[src/rtl/dma_ctl_pkg.sv]
`timescale 1ns/1ps
// Package: shared register offsets, bit positions and the per-register
// access strobe type of the DMA global control block.
package dma_ctl_pkg;
    // Word offsets; channel k sits at CH_BASE + k.
    localparam int unsigned OP_OFS  = 0;
    localparam int unsigned CH_BASE = 1;

    // Operation register bit positions.
    localparam int unsigned OP_ME_BIT  = 0;
    localparam int unsigned OP_NMI_BIT = 1;
    localparam int unsigned OP_AE_BIT  = 2;

    // Channel register bit positions.
    localparam int unsigned CH_EN_BIT = 0;
    localparam int unsigned CH_TE_BIT = 1;

    // Decoded access to one register in the current cycle.
    typedef struct packed {
        logic rd;     // read of this register
        logic wr;     // write of this register (any lanes)
        logic lane0;  // write carries byte lane 0
    } acc_t;
endpackage

[src/rtl/dma_sticky_flag.sv]
`timescale 1ns/1ps
// Module: dma_sticky_flag
// One event flag with read-then-write-zero clear. A hidden arm bit is set
// when a read observes the flag at 1; a later write of 0 on lane 0 clears
// the flag only while armed. Any write to the owning register disarms.
// Priority: force clear > set event > software clear.
// Assumes rd_i and wr_i are never both 1.
module dma_sticky_flag (
    input  logic clk,
    input  logic rst_n,
    input  logic set_i,
    input  logic force_clr_i,
    input  logic rd_i,
    input  logic wr_i,
    input  logic lane_i,
    input  logic wbit_i,
    output logic flag_o
);
    logic armed_q;
    logic sw_clr;

    // Purpose: qualify the software clear with the arm bit.
    always_comb sw_clr = wr_i && lane_i && !wbit_i && armed_q;

    // Purpose: flag state with force-clear, set and software-clear priority.
    always_ff @(posedge clk) begin
        if (!rst_n)           flag_o <= 1'b0;
        else if (force_clr_i) flag_o <= 1'b0;
        else if (set_i)       flag_o <= 1'b1;
        else if (sw_clr)      flag_o <= 1'b0;
    end

    // Purpose: arm on a read returning 1, disarm on any write or force clear.
    always_ff @(posedge clk) begin
        if (!rst_n)                    armed_q <= 1'b0;
        else if (force_clr_i || wr_i)  armed_q <= 1'b0;
        else if (rd_i && flag_o)       armed_q <= 1'b1;
    end
endmodule

[src/rtl/dma_op_reg.sv]
`timescale 1ns/1ps
// Module: dma_op_reg
// Shared operation register: master enable plus the address-error and NMI
// sticky flags. Produces its read word; reserved bits are zero.
// Assumes acc_i is already decoded for this register's offset.
module dma_op_reg
    import dma_ctl_pkg::*;
#(
    parameter int unsigned REG_W = 16
) (
    input  logic             clk,
    input  logic             rst_n,
    input  acc_t             acc_i,
    input  logic [2:0]       wbits_i,
    input  logic             ae_set_i,
    input  logic             nmi_set_i,
    output logic             me_o,
    output logic             ae_o,
    output logic             nmi_o,
    output logic [REG_W-1:0] rword_o
);
    // Purpose: master enable register, loaded by a lane-0 write.
    always_ff @(posedge clk) begin
        if (!rst_n)                       me_o <= 1'b0;
        else if (acc_i.wr && acc_i.lane0) me_o <= wbits_i[OP_ME_BIT];
    end

    dma_sticky_flag u_ae (
        .clk        (clk),
        .rst_n      (rst_n),
        .set_i      (ae_set_i),
        .force_clr_i(1'b0),
        .rd_i       (acc_i.rd),
        .wr_i       (acc_i.wr),
        .lane_i     (acc_i.lane0),
        .wbit_i     (wbits_i[OP_AE_BIT]),
        .flag_o     (ae_o)
    );

    dma_sticky_flag u_nmi (
        .clk        (clk),
        .rst_n      (rst_n),
        .set_i      (nmi_set_i),
        .force_clr_i(1'b0),
        .rd_i       (acc_i.rd),
        .wr_i       (acc_i.wr),
        .lane_i     (acc_i.lane0),
        .wbit_i     (wbits_i[OP_NMI_BIT]),
        .flag_o     (nmi_o)
    );

    // Purpose: assemble the read word with reserved bits at zero.
    always_comb begin
        rword_o             = '0;
        rword_o[OP_ME_BIT]  = me_o;
        rword_o[OP_NMI_BIT] = nmi_o;
        rword_o[OP_AE_BIT]  = ae_o;
    end
endmodule

[src/rtl/dma_chan_reg.sv]
`timescale 1ns/1ps
// Module: dma_chan_reg
// One channel's control register: enable bit and sticky transfer-end flag.
// Standby holds the flag clear and disarmed and masks completion pulses.
// Assumes acc_i is already decoded for this channel's offset.
module dma_chan_reg
    import dma_ctl_pkg::*;
#(
    parameter int unsigned REG_W = 16
) (
    input  logic             clk,
    input  logic             rst_n,
    input  acc_t             acc_i,
    input  logic [1:0]       wbits_i,
    input  logic             done_i,
    input  logic             standby_i,
    output logic             en_o,
    output logic             te_o,
    output logic [REG_W-1:0] rword_o
);
    // Purpose: channel enable register, loaded by a lane-0 write.
    always_ff @(posedge clk) begin
        if (!rst_n)                       en_o <= 1'b0;
        else if (acc_i.wr && acc_i.lane0) en_o <= wbits_i[CH_EN_BIT];
    end

    dma_sticky_flag u_te (
        .clk        (clk),
        .rst_n      (rst_n),
        .set_i      (done_i),
        .force_clr_i(standby_i),
        .rd_i       (acc_i.rd),
        .wr_i       (acc_i.wr),
        .lane_i     (acc_i.lane0),
        .wbit_i     (wbits_i[CH_TE_BIT]),
        .flag_o     (te_o)
    );

    // Purpose: assemble the read word with reserved bits at zero.
    always_comb begin
        rword_o            = '0;
        rword_o[CH_EN_BIT] = en_o;
        rword_o[CH_TE_BIT] = te_o;
    end
endmodule

[src/rtl/dma_ctl_flags.sv]
`timescale 1ns/1ps
// Module: dma_ctl_flags (top)
// Global control/status for a multi-channel DMA engine: address decode,
// operation register, per-channel registers, read mux and the per-channel
// run qualifier. Assumes a single-cycle bus: one access per asserted cycle.
module dma_ctl_flags
    import dma_ctl_pkg::*;
#(
    parameter int unsigned NUM_CH = 4,
    parameter int unsigned ADDR_W = 4,
    parameter int unsigned DATA_W = 32,
    parameter int unsigned REG_W  = 16
) (
    input  logic                  clk,
    input  logic                  rst_n,
    input  logic                  bus_sel,
    input  logic                  bus_wr,
    input  logic [ADDR_W-1:0]     bus_addr,
    input  logic [DATA_W/8-1:0]   bus_be,
    input  logic [DATA_W-1:0]     bus_wdata,
    output logic [DATA_W-1:0]     bus_rdata,
    input  logic                  addr_err_pulse,
    input  logic                  nmi_pulse,
    input  logic                  standby,
    input  logic [NUM_CH-1:0]     ch_done,
    output logic [NUM_CH-1:0]     ch_run
);
    localparam int unsigned BE_W  = DATA_W / 8;
    localparam int unsigned PAD_W = DATA_W - REG_W;

    acc_t              op_acc;
    acc_t              ch_acc  [NUM_CH];
    logic [REG_W-1:0]  op_word;
    logic [REG_W-1:0]  ch_word [NUM_CH];
    logic [REG_W-1:0]  rd_word;
    logic              me_q, ae_q, nmi_q;
    logic [NUM_CH-1:0] en_q, te_q;
    logic              unused_bus;

    // Purpose: mark bus bits that hold no control bit as intentionally unused.
    assign unused_bus = ^{bus_wdata[DATA_W-1:3], bus_be[BE_W-1:1]};

    // Purpose: decode the operation register access strobes.
    always_comb begin
        op_acc.rd    = bus_sel && !bus_wr && (bus_addr == ADDR_W'(OP_OFS));
        op_acc.wr    = bus_sel &&  bus_wr && (bus_addr == ADDR_W'(OP_OFS));
        op_acc.lane0 = bus_be[0];
    end

    dma_op_reg #(.REG_W(REG_W)) u_op (
        .clk      (clk),
        .rst_n    (rst_n),
        .acc_i    (op_acc),
        .wbits_i  (bus_wdata[2:0]),
        .ae_set_i (addr_err_pulse),
        .nmi_set_i(nmi_pulse),
        .me_o     (me_q),
        .ae_o     (ae_q),
        .nmi_o    (nmi_q),
        .rword_o  (op_word)
    );

    for (genvar k = 0; k < NUM_CH; k++) begin : g_ch
        localparam logic [ADDR_W-1:0] CH_OFS = ADDR_W'(CH_BASE + k);

        // Purpose: decode this channel's access strobes.
        always_comb begin
            ch_acc[k].rd    = bus_sel && !bus_wr && (bus_addr == CH_OFS);
            ch_acc[k].wr    = bus_sel &&  bus_wr && (bus_addr == CH_OFS);
            ch_acc[k].lane0 = bus_be[0];
        end

        dma_chan_reg #(.REG_W(REG_W)) u_chan (
            .clk      (clk),
            .rst_n    (rst_n),
            .acc_i    (ch_acc[k]),
            .wbits_i  (bus_wdata[1:0]),
            .done_i   (ch_done[k]),
            .standby_i(standby),
            .en_o     (en_q[k]),
            .te_o     (te_q[k]),
            .rword_o  (ch_word[k])
        );

        // Purpose: channel may run only with both enables and no flag set.
        assign ch_run[k] = me_q && en_q[k] && !ae_q && !nmi_q && !te_q[k];
    end

    // Purpose: select the word of the register being read, zero otherwise.
    always_comb begin
        rd_word = op_acc.rd ? op_word : '0;
        for (int k = 0; k < NUM_CH; k++) begin
            if (ch_acc[k].rd) rd_word = ch_word[k];
        end
    end

    // Purpose: zero-extend the register word onto the data bus.
    assign bus_rdata = {{PAD_W{1'b0}}, rd_word};
endmodule

[config.mk]
export PLATFORM = sky130hd
export DESIGN_NAME = dma_ctl_flags
export DESIGN_NICKNAME = d
export VERILOG_FILES = /design/src/rtl/dma_ctl_pkg.sv /design/src/rtl/dma_sticky_flag.sv /design/src/rtl/dma_op_reg.sv /design/src/rtl/dma_chan_reg.sv /design/src/rtl/dma_ctl_flags.sv
export SDC_FILE = /design/constraint.sdc
export NUM_CORES = 1
export LEC_CHECK = 0
export BUFFER_PORTS_ARGS = -buffer_cell sky130_fd_sc_hd__buf_2
export CAP_MARGIN = 20
export CORE_MARGIN = 8
export CORE_UTILIZATION = 50
export DETAILED_ROUTE_END_ITERATION = 10
export PLACE_DENSITY = 0.81
export REMOVE_ABC_BUFFERS = 1
export SYNTH_ARGS = -nofsm -noshare
export SYNTH_HDL_FRONTEND = slang
export SYNTH_HIERARCHICAL = 1
export SYNTH_SLANG_ARGS = --single-unit
[constraint.sdc]
create_clock -name clk -period 4.4 [get_ports clk]
set_input_delay 1.32 -clock clk [delete_from_list [all_inputs] [get_ports clk]]
set_output_delay 1.32 -clock clk [all_outputs]
set_load 0.01 [all_outputs]
# After elaboration in Yosys (flattened, before gate mapping)
# Cells that the tools add are included.
# word_totals
output_inout_bits	36
regBits	17
elab_cells	116
input_bits	51
# op_classes
reduce_logical	77
muxes	17
n_eq_ne	4
bitwise_logic	1
# ops
op	n
$logic_and A1 B1 Y1	51
$mux W16	3
$mux W1	12
$reduce_bool A2 Y1	6
$reduce_or A2 Y1	6
$logic_not A1 Y1	9
$eq A4 B2 Y1 const B	2
$mux W3	2
$eq A4 B1 Y1 const B	1
$eq A4 B3 Y1 const B	1
$logic_not A4 Y1	1
$logic_or A1 B1 Y1	4
$not A1 Y1	1

# Longest topological paths before layout
# depth
depth_word	8
depth_mapped	6
ltp_nobuf	5

# By module
# Netlist, hierarchy kept.
# by_module_without_submodules
module	area_each_um2	seq_area_each_um2	n_inst	cells_each
dma_ctl_flags	963.4	0.0	1	123
dma_chan_reg	165.2	20.0	4	22
dma_sticky_flag	93.8	40.0	6	8
dma_op_reg	165.2	20.0	1	22

# Worst setup path after synthesis
# OpenSTA, ideal clock, no wires.
# synth_timing
kind	input to output
startpoint	input port bus_wr
endpoint	output port bus_rdata[1]
slack_ps	615
required_ps	3080
path_buffers	2
path_stages	5
arrival_ps	2465
cell_sequence	or4b_1 > buf_6 > nor3_4 > buf_6 > a221o_1
# synth_rtl
element	line_no	rtl
start, declared	dma_ctl_flags.sv:17	input logic bus_wr,
end, declared	dma_ctl_flags.sv:21	output logic [DATA_W-1:0] bus_rdata,

# Worst setup path after layout
# layout_timing
startpoint	input port bus_wr
endpoint	output port bus_rdata[3]
# layout_via
elab_chain_cells	5
elab_cells_between_ends	6
cone_classes	mux (2); reduce/logical (4)
# layout_lines
element	line_no	rtl
$logic_not A1 Y1 *	dma_ctl_flags.sv:68	ch_acc[k].rd = bus_sel && !bus_wr && (bus_addr == CH_OFS);
$logic_and A1 B1 Y1 *	dma_ctl_flags.sv:68	
$logic_and A1 B1 Y1	dma_ctl_flags.sv:68	
$mux W16	dma_ctl_flags.sv:93	if (ch_acc[k].rd) rd_word = ch_word[k];
$mux W16 *	dma_ctl_flags.sv:93	
# Mark *: on every way between the ends. The rest lies on a longest branch, timed or not.

==> metrics <==
first-pass GRT wire length 7.051 mm; Area growth syn-to-layout -7.181%; core area 0.004629 mm2; initial antenna violation count 0; I/O pins 87; layout cells sized above 1 22.07%; CP max FO 15; Initial Util 50.81%; Num CTS Buffers 3; Worst-Skew Late Latency 250 ps; WL final 4.240 mm; row count 25; fin crit period 4059 ps; CTS Hold Buffers Added 0; DRC errors left 0; largest net degree at the start of global routing 29; post-route cell area 0.002183 mm2; Synth cell types 33; clk sinks 17; Hold Fails Final Rpt 0; Yosys top cell area share 30.96%; Synth Register Bits 17; final HPWL from detailed placement 3.273 mm; maximum clock skew at final layout 0.2895 ps; max_slew headroom 54.46%; Post-CTS Resized 0; clk buf depth 2; Via-to-Cell Ratio 4.620; R2R Path End u_op/u_ae/armed_q$_SDFFE_PP0P_; Period Utilization, post-route 92.25%; area post-placement 0.002138 mm2; clock-pin slew on the worst setup and hold paths 60 ps; Port Buffers 33; VDD IR max 0.08931 mV; Pins Over Slew Limit 0; final setup TNS 0 ps; FF-to-FF path depth 2; worst hold margin 473.1 ps; GRT Overall Usage 11.86%; HP Class flip-flop to flip-flop; Die H 84.59 um; R2R Setup Slk 3610 ps; number of global-route vias before repair 1550; RSZ-0062 raised after global routing no; most common cell after layout, fill and taps aside conb_1; Pleak 1.072 nW; CP arrival 2740 ps; Worst Path Required 3080 ps; clock root buffer clkbuf_8; Die ar. 0.007155 mm2; crit path capture type output pin; Hold Startpoint g_ch[1].u_chan/en_o$_SDFFE_PN0P_; Fillers 468; final setup fails 0; Slew @ Worst Pin 681.3 ps; Crit Path Class input port to output pin; status finished, final reports clean; top cells by area, synth buf_4, dfxtp_1, mux2i_1; cell area after synthesis 0.002352 mm2; RR Startpoint u_op/u_ae/flag_o$_SDFFE_PP0P_; Net count, final 351; average size of a mapped cell 8.371 um2; Syn. warnings 6; grt ovf 0; sequential area share after synthesis 14.47%; worst hold stages 2; Die X 84.59 um; RePlAce Congestion 0.7999; most frequent cells in the layout conb_1, buf_2, mux2i_1; Post-DRT Antenna Nets 0; Cell Pwr Density 167.6 mW/mm2; Syn Inst Count 281; Max Cap Viol 0; Fmax 246.4 MHz; DR iter-0 viols 53; Hold Path Sink g_ch[1].u_chan/en_o$_SDFFE_PN0P_; via count 1631; Avg WL per Cell 12.01 um; H-tree levels 1; TritonCTS clock tree done; cell taking the most area after synthesis buf_4; CP Launch Type input port; setup bufs post-CTS 0; Antenna Cells 0; first-pass iteration count of the detailed router 4
-- sequential cells by signal, indices dropped and copies added, names as in the netlist --
name / cells
u_op/me_o: 1
g_ch.u_chan/u_te/flag_o: 4
u_op/u_nmi/armed_q: 1
g_ch.u_chan/en_o: 4
u_op/u_nmi/flag_o: 1
u_op/u_ae/flag_o: 1
u_op/u_ae/armed_q: 1
g_ch.u_chan/u_te/armed_q: 4
-- cell usage after synthesis (all sizes together) --
master and number:
nor2 3, inv 2, a211oi 11, and4b 6, mux2i 21, buf 102
nor4b 8, o21ai 11, dfxtp 17, nand3b 17, a21oi 6, and2 2
clkbuf 6, or3b 1, a21boi 11, and3 6, a221o 16, nand3 1
nor3 6, nand2 16, nor3b 4, or4b 1, conb 6, and2b 1
-- area by class of cell --
class	instances	area, um2	share of cell area (%)
multi-input combinational	239	1528	69.97
sequential	17	340.3	15.59
timing repair buffer	37	195.2	8.940
tap	54	67.56	3.095
clock buffer	4	45.04	2.063
inverter	2	7.507	0.3438
-- layer usage --
layer | global-route usage, % | vias up | wire length (um)
li1 | - | 863 | -
met1 | 12.65 | 727 | 1786
met5 | 0 | - | 0
met3 | 3.024 | 7 | 245
met2 | 21.62 | 34 | 2138
met4 | 4.693 | 0 | 70
-- worst max path at each step --
| stage | from | to | slack [ps] |
|---|---|---|---|
| detailed placement | bus_wr | bus_rdata[3] | 300 |
| global route | bus_wr | bus_rdata[3] | 220 |
| floorplan | bus_wr | bus_rdata[1] | 410 |
| global placement | bus_wr | bus_rdata[1] | 390 |
| CTS | bus_wr | bus_rdata[3] | 300 |
| finish | bus_wr | bus_rdata[3] | 340 |
-- power by group --
part	internal [W]	leakage, nW	switching, W
Clock	0.0000644	0.0228	0.0000527
Combinational	0.0000328	0.911	0.0000551
Sequential	0.000157	0.138	0.00000368
Total	0.000255	1.07	0.000111
-- through the flow --
stage	cells	worst slack (ps)	total power (W)	utilization, %
6_report	353	341.1	0.0003660	47.16
4_1_cts	353	303.2	0.0003678	47.16
2_1_floorplan	258	411.6	0.0002155	-
5_1_grt	353	217.8	0.0003881	47.16
3_5_place_dp	349	302.0	0.0002497	46.19
3_3_place_gp	349	385.2	0.0002478	46.19
-- worst max-delay path, cell delays in order --
cell	delay [ps]
buf_2	130
or4b_1	540
buf_4	220
a211oi_1	250
a221o_2	160
buf_2	120
-- logic make-up (layout without fill, tap and decap cells) --
kind of cell / Yosys count / count (layout) / share of synthesized area [%]
flip-flops: 17 / 17 / 14.47
AND/OR/NAND/NOR: 72 / 72 / 22.66
multiplexers: 21 / 21 / 8.936
AO/OA/AOI/OAI: 55 / 55 / 18.83
buffers and inverters: 110 / 43 / 34.15
other: 6 / 91 / 0.9574
Note: power is estimated with default switching activity, not from simulation.
